`src/rtl/sra_pkg.sv`:
```
package sra_pkg;

    localparam int REG_W  = 8;
    localparam int ADDR_W = 3;

    localparam logic [ADDR_W-1:0] A_CTRL_A = 3'd0;
    localparam logic [ADDR_W-1:0] A_CTRL_B = 3'd1;
    localparam logic [ADDR_W-1:0] A_STATUS = 3'd2;
    localparam logic [ADDR_W-1:0] A_TONE   = 3'd3;

    typedef struct packed {
        logic              sclk;
        logic              rd_n;
        logic              wr_n;
        logic              din;
        logic [ADDR_W-1:0] addr;
    } host_t;

    typedef struct packed {
        logic sclk_rise;
        logic sclk_fall;
        logic rd_fall;
        logic wr_fall;
        logic wr_rise;
    } edges_t;

    function automatic host_t host_idle();
        host_t h;
        h.sclk = 1'b0;
        h.rd_n = 1'b1;
        h.wr_n = 1'b1;
        h.din  = 1'b0;
        h.addr = '0;
        return h;
    endfunction

    function automatic logic host_writable(logic [ADDR_W-1:0] a);
        return (a == A_CTRL_A) || (a == A_CTRL_B) || (a == A_TONE);
    endfunction

endpackage

```
`src/rtl/sra_sync.sv`:
```
module sra_sync
    import sra_pkg::*;
#(
    parameter int STAGES = 2
) (
    input  logic  clk,
    input  logic  rst,
    input  host_t raw,
    output host_t synced
);
    host_t chain [STAGES];

    generate
        for (genvar i = 0; i < STAGES; i++) begin : g_stage
            if (i == 0) begin : g_first
                always_ff @(posedge clk) begin
                    if (rst) chain[i] <= host_idle();
                    else     chain[i] <= raw;
                end
            end else begin : g_next
                always_ff @(posedge clk) begin
                    if (rst) chain[i] <= host_idle();
                    else     chain[i] <= chain[i-1];
                end
            end
        end
    endgenerate

    assign synced = chain[STAGES-1];
endmodule

```
`src/rtl/sra_edges.sv`:
```
module sra_edges
    import sra_pkg::*;
(
    input  logic   clk,
    input  logic   rst,
    input  host_t  cur,
    output edges_t edg
);
    host_t prev_q;

    always_ff @(posedge clk) begin
        if (rst) prev_q <= host_idle();
        else     prev_q <= cur;
    end

    always_comb begin
        edg.sclk_rise = !prev_q.sclk &&  cur.sclk;
        edg.sclk_fall =  prev_q.sclk && !cur.sclk;
        edg.rd_fall   =  prev_q.rd_n && !cur.rd_n;
        edg.wr_fall   =  prev_q.wr_n && !cur.wr_n;
        edg.wr_rise   = !prev_q.wr_n &&  cur.wr_n;
    end
endmodule

```
`src/rtl/sra_shifter.sv`:
```
module sra_shifter
    import sra_pkg::*;
#(
    parameter int W = REG_W
) (
    input  logic         clk,
    input  logic         rst,
    input  edges_t       edg,
    input  host_t        cur,
    input  logic [W-1:0] rdata,
    output logic [W-1:0] wdata,
    output logic         sout,
    output logic         soe
);
    logic [W-1:0] rd_sh_q;
    logic [W-1:0] wr_sh_q;
    logic         active_q;

    always_ff @(posedge clk) begin
        if (rst) begin
            rd_sh_q  <= '0;
            active_q <= 1'b0;
        end else if (cur.rd_n) begin
            active_q <= 1'b0;
        end else if (edg.rd_fall) begin
            rd_sh_q  <= rdata;
            active_q <= 1'b1;
        end else if (edg.sclk_fall) begin
            rd_sh_q  <= rd_sh_q >> 1;
        end
    end

    always_ff @(posedge clk) begin
        if (rst)
            wr_sh_q <= '0;
        else if (cur.rd_n && edg.sclk_rise)
            wr_sh_q <= {cur.din, wr_sh_q[W-1:1]};
    end

    assign wdata = wr_sh_q;
    assign sout  = rd_sh_q[0];
    assign soe   = active_q;
endmodule

```
`src/rtl/sra_regfile.sv`:
```
module sra_regfile
    import sra_pkg::*;
#(
    parameter int W = REG_W
) (
    input  logic         clk,
    input  logic         rst,
    input  edges_t       edg,
    input  host_t        cur,
    input  logic [W-1:0] wdata,
    input  logic [W-1:0] detect,
    output logic [W-1:0] rdata,
    output logic [W-1:0] ctrl_a,
    output logic [W-1:0] ctrl_b,
    output logic [W-1:0] tone
);
    logic         clash_q;
    logic         commit;
    logic [W-1:0] ctrl_a_q, ctrl_b_q, tone_q, status_q;

    always_ff @(posedge clk) begin
        if (rst)
            clash_q <= 1'b0;
        else if (edg.wr_fall)
            clash_q <= !cur.rd_n;
        else if (!cur.wr_n && !cur.rd_n)
            clash_q <= 1'b1;
    end

    assign commit = edg.wr_rise && !clash_q && cur.rd_n && host_writable(cur.addr);

    always_ff @(posedge clk) begin
        if (rst) begin
            ctrl_a_q <= '0;
            ctrl_b_q <= '0;
            tone_q   <= '0;
            status_q <= '0;
        end else begin
            status_q <= detect;
            if (commit) begin
                case (cur.addr)
                    A_CTRL_A: ctrl_a_q <= wdata;
                    A_CTRL_B: ctrl_b_q <= wdata;
                    A_TONE:   tone_q   <= wdata;
                    default:  ;
                endcase
            end
        end
    end

    always_comb begin
        case (cur.addr)
            A_CTRL_A: rdata = ctrl_a_q;
            A_CTRL_B: rdata = ctrl_b_q;
            A_STATUS: rdata = status_q;
            A_TONE:   rdata = tone_q;
            default:  rdata = '0;
        endcase
    end

    assign ctrl_a = ctrl_a_q;
    assign ctrl_b = ctrl_b_q;
    assign tone   = tone_q;
endmodule

```
`src/rtl/sra_serial_port.sv`:
```
module sra_serial_port
    import sra_pkg::*;
#(
    parameter int DATA_W      = REG_W,
    parameter int SYNC_STAGES = 2
) (
    input  logic              clk,
    input  logic              rst,
    input  logic [ADDR_W-1:0] addr_i,
    input  logic              sclk_i,
    input  logic              rd_n_i,
    input  logic              wr_n_i,
    input  logic              sdata_i,
    output logic              sdata_o,
    output logic              sdata_oe_o,
    input  logic [DATA_W-1:0] detect_i,
    output logic [DATA_W-1:0] ctrl_a_o,
    output logic [DATA_W-1:0] ctrl_b_o,
    output logic [DATA_W-1:0] tone_o
);
    host_t        host_raw;
    host_t        host_s;
    edges_t       edg;
    logic [DATA_W-1:0] rdata;
    logic [DATA_W-1:0] wdata;

    always_comb begin
        host_raw.sclk = sclk_i;
        host_raw.rd_n = rd_n_i;
        host_raw.wr_n = wr_n_i;
        host_raw.din  = sdata_i;
        host_raw.addr = addr_i;
    end

    sra_sync #(.STAGES(SYNC_STAGES)) u_sync (
        .clk    (clk),
        .rst    (rst),
        .raw    (host_raw),
        .synced (host_s)
    );

    sra_edges u_edges (
        .clk (clk),
        .rst (rst),
        .cur (host_s),
        .edg (edg)
    );

    sra_shifter #(.W(DATA_W)) u_shift (
        .clk   (clk),
        .rst   (rst),
        .edg   (edg),
        .cur   (host_s),
        .rdata (rdata),
        .wdata (wdata),
        .sout  (sdata_o),
        .soe   (sdata_oe_o)
    );

    sra_regfile #(.W(DATA_W)) u_regs (
        .clk    (clk),
        .rst    (rst),
        .edg    (edg),
        .cur    (host_s),
        .wdata  (wdata),
        .detect (detect_i),
        .rdata  (rdata),
        .ctrl_a (ctrl_a_o),
        .ctrl_b (ctrl_b_o),
        .tone   (tone_o)
    );
endmodule

```
`config.mk`:
```
export PLATFORM = sky130hd
export DESIGN_NAME = sra_serial_port
export DESIGN_NICKNAME = d
export VERILOG_FILES = /design/src/rtl/sra_pkg.sv /design/src/rtl/sra_sync.sv /design/src/rtl/sra_edges.sv /design/src/rtl/sra_shifter.sv /design/src/rtl/sra_regfile.sv /design/src/rtl/sra_serial_port.sv
export SDC_FILE = /design/constraint.sdc
export NUM_CORES = 1
export LEC_CHECK = 0
export BUFFER_PORTS_ARGS = -buffer_cell sky130_fd_sc_hd__buf_2
export CAP_MARGIN = 20
export CELL_PAD_IN_SITES_DETAIL_PLACEMENT = 1
export CELL_PAD_IN_SITES_GLOBAL_PLACEMENT = 1
export CORE_MARGIN = 2
export CORE_UTILIZATION = 46
export CTS_CLUSTER_SIZE = 12
export DETAILED_ROUTE_END_ITERATION = 12
export PLACE_DENSITY = 0.87
export SKIP_CTS_REPAIR_TIMING = 1
export SLEW_MARGIN = 10
export SYNTH_ARGS = -nofsm -noshare
export SYNTH_HDL_FRONTEND = slang
export SYNTH_SLANG_ARGS = --single-unit
```
`constraint.sdc`:
```
create_clock -name clk -period 2.3 [get_ports clk]
set_clock_uncertainty 0.15 [all_clocks]
set_input_delay 0.46 -clock clk [delete_from_list [all_inputs] [get_ports clk]]
set_output_delay 0.46 -clock clk [all_outputs]
set_load 0.01 [all_outputs]
```
== After elaboration in Yosys (flattened, before gate mapping) ==
Memories as Yosys holds them, arrays and structs flattened.
Index checks and enable logic that the tools add are counted.

* Flip-flop bits (word level): 53
* Memory bits (writable): 14
* Word-level logic and storage cells: 54
* Memories kept: 1

{| class="wikitable"
|+ Memories
! memory !! depth !! bits a word !! rd ports !! clocked after memory_dff !! write ports !! line !! source
|-
| u_sync.chain || 2 || 7 || 2 || 0 || 2 || sra_sync.sv:11 || <nowiki>host_t chain [STAGES];</nowiki>
|}

* Equality and inequality tests: 3
* Multiplexer cells: 10
* Bitwise operators: 3
* Reduce and logical (&&, ||, !) cells: 26

{| class="wikitable"
|+ Operators by type and width
! kind !! count
|-
| 8-bit one-hot mux with 4 select lines || 1
|-
| 8-bit 2-to-1 mux || 2
|-
| 7-bit 2-to-1 mux || 2
|-
| 1-bit logical AND || 10
|-
| 2-bit AND reduction || 4
|-
| 3-bit by 2-bit == test with 1-bit output (second input constant) || 2
|-
| 1-bit logical NOT || 6
|-
| 1-bit 2-to-1 mux || 5
|-
| 2-bit nonzero test || 2
|-
| 3-bit by 1-bit == test with 1-bit output (second input constant) || 1
|-
| 3-bit logical NOT || 1
|-
| 1-bit logical OR || 2
|-
| 1-bit OR || 2
|-
| 2-bit OR reduction || 1
|-
| 1-bit NOT || 1
|}

== Logic depth before layout (Yosys ltp) ==
Gate-level depths: netlist of run 1.

* Word-level depth: 6
* Depth in mapped cells: 5
* Depth with buffers taken out: 3

== Hierarchy ==
Synthesis of run 1 repeated with hierarchy kept, for this count alone.

* Cells, all modules: 247
* Area, all modules: 2,768.9 um^2

{| class="wikitable"
|+ By module, submodules not included
! module !! times used !! cells an instance !! area each (um^2) !! seq. area each (um^2)
|-
| sra_regfile || 1 || 132 || 1,531.5 || 660.6
|-
| sra_shifter || 1 || 75 || 743.2 || 340.3
|-
| sra_sync || 1 || 29 || 384.1 || 280.3
|-
| sra_edges || 1 || 11 || 110.1 || 60.1
|}

== Least setup slack after synthesis of run 1 ==
OpenSTA, ideal clock, no wires.

* Path kind: flip-flop to flip-flop
* From: memory u_sync.chain[1][2] in the netlist's numbering
* To: register u_shift.rd_sh_q[1]
* Setup time: 0.061 ns
* Arrival time: 1.311 ns
* Data required time: 2.089 ns
* Setup slack: 0.778 ns
* Cell stages (with the launch flop): 5
* Path buffers: 1
* Clock period less this slack: 1.522 ns
* Cell sequence: dfxtp_1 -> or4b_1 -> buf_2 -> o22ai_1 -> o221a_1

{| class="wikitable"
|+ RTL lines
! what !! line !! source
|-
| from (decl) || sra_sync.sv:11 ||
|-
| to (signal assigned) || sra_shifter.sv:26 || <nowiki>rd_sh_q <= rdata;</nowiki>
|-
| to (signal assigned) || sra_shifter.sv:29 || <nowiki>rd_sh_q <= rd_sh_q >> 1;</nowiki>
|-
| to (decl) || sra_shifter.sv:15 || <nowiki>logic [W-1:0] rd_sh_q;</nowiki>
|}

== Final worst setup path of run 1 ==
* From: register u_edges.prev_q[5] in the netlist's numbering
* To: register u_shift.rd_sh_q[1]

* Word-level cells in the longest chain between the ends: 3
* Elaborated cells between the ends (all ways): 4
* Those cells by class: 1 x mux; 3 x reduce/logical

{| class="wikitable"
|+ Ends and longest elaborated chain
! what !! line !! source
|-
| from (decl) || sra_edges.sv:9 || <nowiki>host_t prev_q;</nowiki>
|-
| from (signal assigned) || sra_edges.sv:12 || <nowiki>if (rst) prev_q <= host_idle();</nowiki>
|-
| from (signal assigned) || sra_edges.sv:13 || <nowiki>else prev_q <= cur;</nowiki>
|-
| 1-bit logical AND (*) || sra_edges.sv:19 || <nowiki>edg.rd_fall = prev_q.rd_n && !cur.rd_n;</nowiki>
|-
| 2-bit nonzero test (no source line) || n/a ||
|-
| 2-bit AND reduction (no source line) || n/a ||
|}

Every way passes the cells marked *; elsewhere a longest branch is shown, timed or not.
A chain may end at the register's enable or synchronous reset.

==> metrics.md, run 1 <==
| Metric | Value |
|---|---|
| Status | completed |
| GRT Resource Usage Total | 23.1% |
| Iteration-0 DRC Markers | 87 |
| Vias in the first global route | 2113 |
| Kind of critical path | flip-flop to flip-flop |
| Final Hold Viols | 0 |
| Clock network power share | 39.7% |
| Slew HR | 47.9% |
| Via/cell ratio | 5.48 |
| CP Cell Sequence | or4b_1 > o22ai_1 > o221a_1 |
| Final Cell Area | 0.00308 mm^2 |
| Main combinational cell family by area after synthesis | simple AND/OR/NAND/NOR gates |
| Fillers | between 600 and 700 |
| Post-synth EDFFs | 0 |
| Total Wirelength | 6760 um |
| P_sw | ~510 uW |
| Fraction of layout cells with a size suffix above 1 | 25.8% |
| Largest net degree at the start of global routing | 33 |
| Avg Inst Size Synth | 10.2 um^2 |
| Worst-margin pin slew | 0.781 ns |
| Hold Slack | 0.151 ns |
| Seq/Total Area, Yosys | 50.9% |
| Pre-Repair DR Iteration Count | 4 |
| RD Place Congestion | ~0.82 |
| Post-Synth Simple-Gate Area | 18.7% |
| # setup viols final | 0 |
| Total core area | 0.00551 mm^2 |
| Final Max Slew Viols | 0 |
| Total clock sinks | between 60 and 70 |
| # DRC | 0 |
| Via count | 2073 |
| Combinational power share | 5.3% |
| Max Fclk | 0.511 GHz |
| Max incr delay on CP | 0.64 ns |
| Leakage | 1.30 nW |
| Worst Reg-to-Reg Cells | 3 |
| Compound-Gate Fraction of Synth Area | 10.2% |
| Ys flop type | dfxtp_1 |
| Most frequent cells in the layout | dfxtp_1, buf_2, mux2i_1, nand2_1, nor2b_1 |
| Crit. Startpoint | u_edges.prev_q[5]$_SDFF_PP1_ |
| Initial antenna violation count | 0 |
| Adder-cell share of the synthesized area | 0% |
| Layout area overhead | 16.9% |
| Fin nets | roughly 320 |
| Slowest cell on the critical path | or4b_1 |
| Number of diodes | 0 |
| Reg2Reg Launch Point | u_edges.prev_q[5]$_SDFF_PP1_ |
| Starting Density | 47.9% |
| Synth cell types | 33 |
| Crit path buf inv count | 0 |
| Flop2flop setup slack | between 0.3 and 0.4 ns |
| Commonest non-fill, non-tap cell in the layout | dfxtp_1 |
| Global-route wire length before repair | 10800 um |
| Root Driver | clkbuf_8 |
| Synthesized net count | 276 |
| Clk pin slew, worst setup/hold paths | 0.07 ns |
| Hold WC Path Type | input pin to flip-flop |
| Crit path to | u_shift.rd_sh_q[1]$_SDFFE_PP0P_ |
| Switching Share | a little under a quarter |
| Die width | 79.7 um |
| DP Area | between 0.002 and 0.003 mm^2 |
| Max-cap violations | 0 |
| Synth Instances | between 200 and 300 |
| CP Launch Type | flip-flop |
| Worst setup EP type | flip-flop |
| Unrepaired setup endpoints after global routing | no |
| Fin util | 56.0% |
| Final period utilization | roughly 85% |
| Dpl hpwl | 4680 um |
| CTS tree | built |
| Synth Cell Area | 0.00264 mm^2 |
| Async set-or-reset flop fraction in the synthesized netlist | 0% |
| Row count | 27 |
| Cell Pwr Density | 713 mW/mm^2 |
| Mux cell area share after synthesis | 15.3% |
| Post-layout min period | 1.96 ns |
| Clock insertion delay at the later pin of the skew report | approximately 0.35 ns |
| Total die area | 0.00636 mm^2 |
| Final setup margin | about 0.34 ns |
| Crit path required time | 2.44 ns |
| Synthesis-stage register bit count | 67 |
| Die height | 79.7 um |
| ANT nets after route | 0 |
| Hold Crit Depth | 2 |
| H-Tree Depth | 3 |
| Worst EP arrival | 2.09 ns |
| Post-route setup TNS | 0 ns |
| Maximum VDD drop | roughly 560 uV |
| Synth Warn # | 0 |
| Post-placement setup slack | a little under 0.4 ns |
| Post-Synth XOR/XNOR Area | 0% |
| CP max FO | 12 |
| Internal power | 1.69 mW |
| Num CTS Buffers | 9 |
| RR Endpoint | u_shift.rd_sh_q[1]$_SDFFE_PP0P_ |
| Remaining Overflow, GRT | 0 |
| Crit path max-delay family | simple AND/OR/NAND/NOR gates |
| CTS max path bufs | 2 |
| IO Pins | 43 |
| Seq pwr share | 55.0% |
| Port buffer count | 42 |
| WP depth | 3 |
| Wirelength per Cell | approximately 18 um |
-- logic make-up after synthesis --
family,count (synthesis)
simple gates,90
mux,39
compound gates,40
buf+inv,23
flops,67
-- power groups by stage --
stage	sequential, mW	clock, mW	combinational (mW)
3_3_place_gp	1.23	0	0.110
6_report	1.21	0.874	0.116
2_1_floorplan	1.22	0	0.0853
4_1_cts	1.21	0.888	0.117
3_5_place_dp	1.23	0	0.116
5_1_grt	1.21	0.937	0.126
-- worst register-to-register path: stages (launching register included) --
cell and delay (ns):
dfxtp_1 0.60, or4b_1 0.64, o22ai_1 0.28, o221a_1 0.23
-- Yosys cell counts (2+ instances only) --
master	count	area [um^2]
o221a_2	5	56.3
nor3b_1	7	52.6
buf_6	2	22.5
nor4b_1	2	17.5
buf_2	6	30.0
mux2i_1	38	380
nor2b_1	19	119
clkbuf_1	9	33.8
o21ai_0	9	45.0
o21bai_1	7	52.6
o221a_1	2	22.5
a21oi_1	10	50.1
dfxtp_1	67	1340
or2_2	6	37.5
nand2_1	26	97.6
o22ai_1	7	43.8
nor2_1	12	45.0
nand4bb_1	2	22.5
inv_1	2	7.51
nand3_1	8	40.0
-- through the flow --
| stage | instances | power (mW) |
|---|---|---|
| after floorplan | 259 | 1.31 |
| after global placement | 362 | 1.34 |
| after detailed placement | 362 | 1.35 |
| after CTS | 378 | 2.21 |
| after global routing | 378 | 2.27 |
| final | 378 | 2.20 |
-- area by class of cell --
type                       count  area (um^2)  area share [%]
clock buffer                  14          163            5.28
clock inverter                 2         10.0           0.325
inverter                       2         7.51           0.244
multi-input combinational    169         1170            38.1
sequential                    67         1340            43.5
tap                           72         90.1            2.92
timing repair buffer          52          298            9.66
-- flip-flops by register name, indices dropped and copies added (netlist names) --
name	flops
u_edges.prev_q	3
u_regs.status_q	8
u_regs.ctrl_a	8
u_sync.chain	14
u_regs.ctrl_b	8
u_shift.soe	1
u_shift.wdata	8
u_shift.rd_sh_q	8
u_regs.clash_q	1
u_regs.tone	8
-- per-layer routing --
| metal | part of all wire (%) | global-route usage, % |
|---|---|---|
| met4 | 2.9 | 13.8 |
| met3 | 3.5 | 5.09 |
| met2 | 49 | 37.2 |
| met5 | 0 | 0 |
| met1 | 44 | 28.0 |
-- how the worst min path moves through the flow --
stage	from	slack (ns)	end
after floorplan	u_sync.chain[0][4]$_SDFF_PP1_	0.24	u_sync.chain[1][4]$_SDFF_PP1_
after global placement	u_sync.chain[0][5]$_SDFF_PP1_	0.24	u_sync.chain[1][5]$_SDFF_PP1_
after detailed placement	u_sync.chain[0][4]$_SDFF_PP1_	0.25	u_sync.chain[1][4]$_SDFF_PP1_
after CTS	rd_n_i	0.14	u_sync.chain[0][5]$_SDFF_PP1_
after global routing	rd_n_i	0.14	u_sync.chain[0][5]$_SDFF_PP1_
final	rd_n_i	0.15	u_sync.chain[0][5]$_SDFF_PP1_
Note: power is estimated with default switching activity, not from simulation.
==> run 2, diff against run 1 <==
==> constraint.sdc (replaced) <==
create_clock -name clk -period 2.4 [get_ports clk]
set_clock_uncertainty 0.15 [all_clocks]
set_input_delay 0.48 -clock clk [delete_from_list [all_inputs] [get_ports clk]]
set_output_delay 0.48 -clock clk [all_outputs]
set_load 0.01 [all_outputs]
==> run 2 against run 1 <==
Effect of this change: sequential power is 4% lower; first-iteration DRC count increased by 23%; utilization is 0.52 points higher; combinational power is 9% lower; critical path type unchanged; final area grew 0.93%; clock power up 17%; worst setup slack better by 0.095 ns; count of clock-buffer cells in the layout down 1; largest cell class unchanged.
==> metrics.md, run 2 (synthesis gave the netlist of run 1 again) <==
| Metric | Value |
|---|---|
| Status | completed |
| Total clock sinks | 67 |
| Post-layout min period | 1.96 ns |
| Post-route setup TNS | 0 ns |
| # setup viols final | 0 |
| CTS tree | built |
| Fraction of layout cells with a size suffix above 1 | 25.3% |
| Number of diodes | 0 |
| Root Driver | clkbuf_8 |
| Final Max Slew Viols | 0 |
| CP Launch Type | flip-flop |
| Slew HR | 57.4% |
| RR Endpoint | u_shift.rd_sh_q[1]$_SDFFE_PP0P_ |
| Maximum VDD drop | 382 uV |
| Leakage | 1.31 nW |
| Fin nets | 317 |
| Remaining Overflow, GRT | 0 |
| Via/cell ratio | between 5 and 6 |
| Number of flip-flops in the largest register | 14 |
| Total core area | 0.00551 mm^2 |
| Reg2Reg Launch Point | u_edges.prev_q[5]$_SDFF_PP1_ |
| Die height | ~80 um |
| Cell Pwr Density | 735 mW/mm^2 |
| Hold WC Path Type | input pin to flip-flop |
| Seq pwr share | 50.7% |
| Initial antenna violation count | 0 |
| # DRC | 0 |
| Clock insertion delay at the later pin of the skew report | 0.34 ns |
| Commonest non-fill, non-tap cell in the layout | dfxtp_1 |
| Total die area | 0.00636 mm^2 |
| Vias in the first global route | 2070 |
| Clk pin slew, worst setup/hold paths | 0.07 ns |
| Pre-Repair DR Iteration Count | 4 |
| RD Place Congestion | 0.782 |
| CTS max path bufs | 2 |
| Hold EP | u_sync.chain[0][4]$_SDFF_PP1_ |
| Most flops, register | u_sync.chain |
| Max-cap violations | 0 |
| Worst setup EP type | flip-flop |
| ANT nets after route | 0 |
| Final Hold Viols | 0 |
| Internal power | 1.80 mW |
| Unrepaired setup endpoints after global routing | no |
| Worst-margin pin slew | 0.639 ns |
| Num CTS Buffers | 9 |
| Kind of critical path | flip-flop to flip-flop |
| Combinational power share | between 4 and 5% |
| Total Wirelength | 6610 um |
| Port buffer count | 42 |
| Worst Reg-to-Reg Cells | 3 |
| Switching Share | 21.3% |
| Crit path required time | 2.54 ns |
| Worst EP arrival | roughly 2.1 ns |
| Hold Crit Depth | 2 |
| CP max FO | 12 |
| Layout area overhead | 18.0% |
| Most frequent cells in the layout | dfxtp_1, buf_2, mux2i_1, nand2_1, nor2b_1 |
| Final period utilization | 81.8% |
| P_sw | 488 uW |
| Die width | 79.7 um |
| Via count | approximately 2000 |
| Wirelength per Cell | 17.6 um |
| Starting Density | 47.9% |
| HP Start | wr_n_i |
| Global-route wire length before repair | 10900 um |
| Iteration-0 DRC Markers | between 100 and 150 |
| Hold Slack | 0.173 ns |
| H-Tree Depth | 3 |
| Row count | 27 |
| Max Fclk | 0.510 GHz |
| IO Pins | 43 |
| Dpl hpwl | approximately 4500 um |
| Flop2flop setup slack | 0.44 ns |
| Largest net degree at the start of global routing | 33 |
| Clock network power share | 44.6% |
| GRT Resource Usage Total | 22.9% |
[run 2: stage by stage]
stage	cells	setup slack (ns)	instance area [um^2]	power, mW	utilization (%)
after floorplan	259	0.878	2640	1.25	-
after global placement	361	0.519	2900	1.28	52.7
after detailed placement	361	0.458	2900	1.29	52.7
after CTS	376	0.449	3110	2.29	56.5
after global routing	376	0.242	3110	2.36	56.5
final	376	0.437	3110	2.29	56.5
[run 2: cell type report]
class | count | area, um^2
clock buffers | 13 | 149
inverters | 2 | 7.51
well taps | 72 | 90.1
clock inverters | 2 | 60.1
multi-input cells | 169 | 1170
flip-flops and latches | 67 | 1340
fillers | 626 | 2390
repair buffers | 51 | 290
[run 2: worst max path at each step]
stage | slack [ns] | depth (start not counted) | to | startpoint
floorplan | 0.88 | 4 | u_shift.rd_sh_q[1]$_SDFFE_PP0P_ | u_sync.chain[1][2]$_SDFF_PP0_
global placement | 0.52 | 3 | u_shift.rd_sh_q[1]$_SDFFE_PP0P_ | u_edges.prev_q[5]$_SDFF_PP1_
detailed placement | 0.46 | 3 | u_shift.rd_sh_q[1]$_SDFFE_PP0P_ | u_edges.prev_q[5]$_SDFF_PP1_
CTS | 0.45 | 3 | u_shift.rd_sh_q[1]$_SDFFE_PP0P_ | u_edges.prev_q[5]$_SDFF_PP1_
global route | 0.24 | 5 | u_regs.ctrl_b[2]$_SDFFE_PP0P_ | u_sync.chain[1][5]$_SDFF_PP1_
finish | 0.44 | 3 | u_shift.rd_sh_q[1]$_SDFFE_PP0P_ | u_edges.prev_q[5]$_SDFF_PP1_
[run 2: routing by layer]
layer | track usage (%) | vias up | part of all wire [%]
met5 | 0 | - | 0
met4 | 10.0 | 0 | 2.1
met3 | 4.41 | 17 | 2.5
met2 | 39.6 | 33 | 51
met1 | 27.4 | 984 | 45
li1 | - | 983 | -
[run 2: power by group through the flow]
stage	registers [mW]	logic [mW]	clock network, mW
6_report	1.16	0.106	1.02
5_1_grt	1.16	0.116	1.09
2_1_floorplan	1.17	0.0817	0
3_5_place_dp	1.18	0.105	0
3_3_place_gp	1.18	0.102	0
4_1_cts	1.16	0.107	1.03
[run 2: critical path, stage by stage (launching register included)]
cell	delay [ns]
dfxtp_1	0.59
or4b_1	0.66
o22ai_1	0.28
o221a_1	0.22
==> run 3, diff against run 2 <==
--- a/config.mk
+++ b/config.mk
@@ -10,10 +10,10 @@
 export CELL_PAD_IN_SITES_DETAIL_PLACEMENT = 1
 export CELL_PAD_IN_SITES_GLOBAL_PLACEMENT = 1
 export CORE_MARGIN = 2
-export CORE_UTILIZATION = 46
+export CORE_UTILIZATION = 39
 export CTS_CLUSTER_SIZE = 12
 export DETAILED_ROUTE_END_ITERATION = 12
-export PLACE_DENSITY = 0.87
+export PLACE_DENSITY = 0.79
 export SKIP_CTS_REPAIR_TIMING = 1
 export SLEW_MARGIN = 10
 export SYNTH_ARGS = -nofsm -noshare
==> constraint.sdc (replaced) <==
create_clock -name clk -period 1.7 [get_ports clk]
set_clock_uncertainty 0.15 [all_clocks]
set_input_delay 0.34 -clock clk [delete_from_list [all_inputs] [get_ports clk]]
set_output_delay 0.34 -clock clk [all_outputs]
set_load 0.01 [all_outputs]
==> run 3 against run 2 <==
Effect of this change: first-iteration DRC count is 9.3% lower; sequential share of layout area is 1.4 points lower; combinational power is 65% higher; worst setup slack worse by 0.37 ns; non-clock buffer count increased by 9; sequential cell count unchanged; global-route usage shrank 3.9 points; wire length fell by 0.48%; die area grew 17%; clock power increased by 46%.
==> metrics.md, run 3 (synthesis gave the netlist of run 1 again) <==
| Metric | Value |
|---|---|
| Status | completed |
| Die height | ~86 um |
| Internal power | 2.59 mW |
| Clock insertion delay at the later pin of the skew report | ~0.34 ns |
| Row count | 29 |
| Crit path required time | approximately 1.8 ns |
| CTS tree | built |
| Num CTS Buffers | 9 |
| Vias in the first global route | 2131 |
| Worst-margin pin slew | 0.405 ns |
| Root Driver | clkbuf_8 |
| # DRC | 0 |
| Final period utilization | approximately 96% |
| Layout area overhead | 22.2% |
| Max-cap violations | 0 |
| CP Launch Type | flip-flop |
| Most flops, register | u_sync.chain |
| Switching Share | 21.4% |
| Wirelength per Cell | 16.8 um |
| Fillers | 734 |
| Reg2Reg Launch Point | u_edges.prev_q[4]$_SDFF_PP1_ |
| Largest net degree at the start of global routing | 33 |
| P_sw | just over 700 uW |
| Die width | 86.2 um |
| # setup viols final | 0 |
| Crit. Startpoint | u_edges.prev_q[4]$_SDFF_PP1_ |
| Post-route setup TNS | 0 ns |
| Total Wirelength | approximately 6600 um |
| Worst EP arrival | 1.75 ns |
| Remaining Overflow, GRT | 0 |
| Worst Reg-to-Reg Cells | 4 |
| Worst setup EP type | flip-flop |
| ANT nets after route | 0 |
| IO Pins | 43 |
| Total core area | 0.00646 mm^2 |
| Clk pin slew, worst setup/hold paths | 0.07 ns |
| Crit path to | u_regs.ctrl_b[3]$_SDFFE_PP0P_ |
| Final Hold Viols | 0 |
| Fin util | 49.9% |
| Combinational power share | 5.3% |
| Pre-Repair DR Iteration Count | 4 |
| Initial antenna violation count | 0 |
| Total clock sinks | 67 |
| Post-layout min period | 1.64 ns |
| Final Max Slew Viols | 0 |
| Flop2flop setup slack | 0.06 ns |
| CTS max path bufs | 2 |
| Iteration-0 DRC Markers | 97 |
| Dpl hpwl | 4650 um |
| Hold WC Path Type | input pin to flip-flop |
| Starting Density | 40.8% |
| Total die area | 0.00744 mm^2 |
| Most frequent cells in the layout | dfxtp_1, buf_2, mux2i_1, nand2_1, nor2b_1 |
| Kind of critical path | flip-flop to flip-flop |
| GRT Resource Usage Total | between 10% and 20% |
| Hold Crit Depth | 2 |
| Via/cell ratio | 5.23 |
| Fin nets | 326 |
| Final setup margin | 0.0632 ns |
| Leakage | 1.37 nW |
| DP Area | about 0.003 mm^2 |
| Number of flip-flops in the largest register | 14 |
| Final Cell Area | 0.00322 mm^2 |
| Seq pwr share | 49.4% |
| Commonest non-fill, non-tap cell in the layout | dfxtp_1 |
| Max Fclk | 0.611 GHz |
| Post-placement setup slack | roughly 0.076 ns |
| Total power | 3.29 mW |
| Via count | 2045 |
| H-Tree Depth | 3 |
| Clock network power share | 45.3% |
| Number of diodes | 0 |
| Unrepaired setup endpoints after global routing | yes |
| Slew HR | 72.6% |
| Maximum VDD drop | 574 uV |
| Global-route wire length before repair | 10800 um |
| Cell Pwr Density | 1020 mW/mm^2 |
| CP max FO | 6 |
| RD Place Congestion | 0.771 |
| Port buffer count | 42 |
| Fraction of layout cells with a size suffix above 1 | 29.3% |
| RR Endpoint | u_regs.ctrl_b[3]$_SDFFE_PP0P_ |
[run 3: power groups by stage]
stage	Combinational (mW)	Clock (mW)	Sequential (mW)
after floorplan	0.115	0	1.65
after global placement	0.171	0	1.66
after detailed placement	0.174	0	1.66
after CTS	0.175	1.51	1.63
after global routing	0.193	1.58	1.63
final	0.175	1.49	1.63
[run 3: cell type report]
cell class | instances | area, um^2 | area share, %
clock buffer | 11 | 151 | 4.70
clock inverter | 5 | 75.1 | 2.33
inverter | 2 | 7.51 | 0.233
multi-input combinational | 169 | 1180 | 36.6
sequential | 67 | 1340 | 41.7
tap | 77 | 96.3 | 2.99
timing repair buffer | 60 | 370 | 11.5
[run 3: how the worst min path moves through the flow]
stage | startpoint | to | slack (ns)
after floorplan | u_sync.chain[0][4]$_SDFF_PP1_ | u_sync.chain[1][4]$_SDFF_PP1_ | 0.24
after global placement | u_sync.chain[0][5]$_SDFF_PP1_ | u_sync.chain[1][5]$_SDFF_PP1_ | 0.25
after detailed placement | u_sync.chain[0][5]$_SDFF_PP1_ | u_sync.chain[1][5]$_SDFF_PP1_ | 0.25
after CTS | wr_n_i | u_sync.chain[0][4]$_SDFF_PP1_ | 0.02
after global routing | wr_n_i | u_sync.chain[0][4]$_SDFF_PP1_ | 0.02
final | wr_n_i | u_sync.chain[0][4]$_SDFF_PP1_ | 0.03
[run 3: per-stage QoR]
step / hold slack (ns) / instances
floorplan: 0.239 / 259
global placement: 0.249 / 375
detailed placement: 0.251 / 375
CTS: 0.0221 / 391
global route: 0.0162 / 391
finish: 0.0298 / 391
[run 3: per-layer routing]
layer,GRT usage (%),routed length (um)
met3,3.71,242
met2,31.1,3270
met1,23.9,2910
met4,9.38,151
met5,0,0
[run 3: worst max-delay path: stages, from the launching register on]
cell       delay, ns
dfxtp_1         0.32
nand4bb_1       0.26
nor4b_2         0.36
buf_4           0.24
mux2i_1         0.22
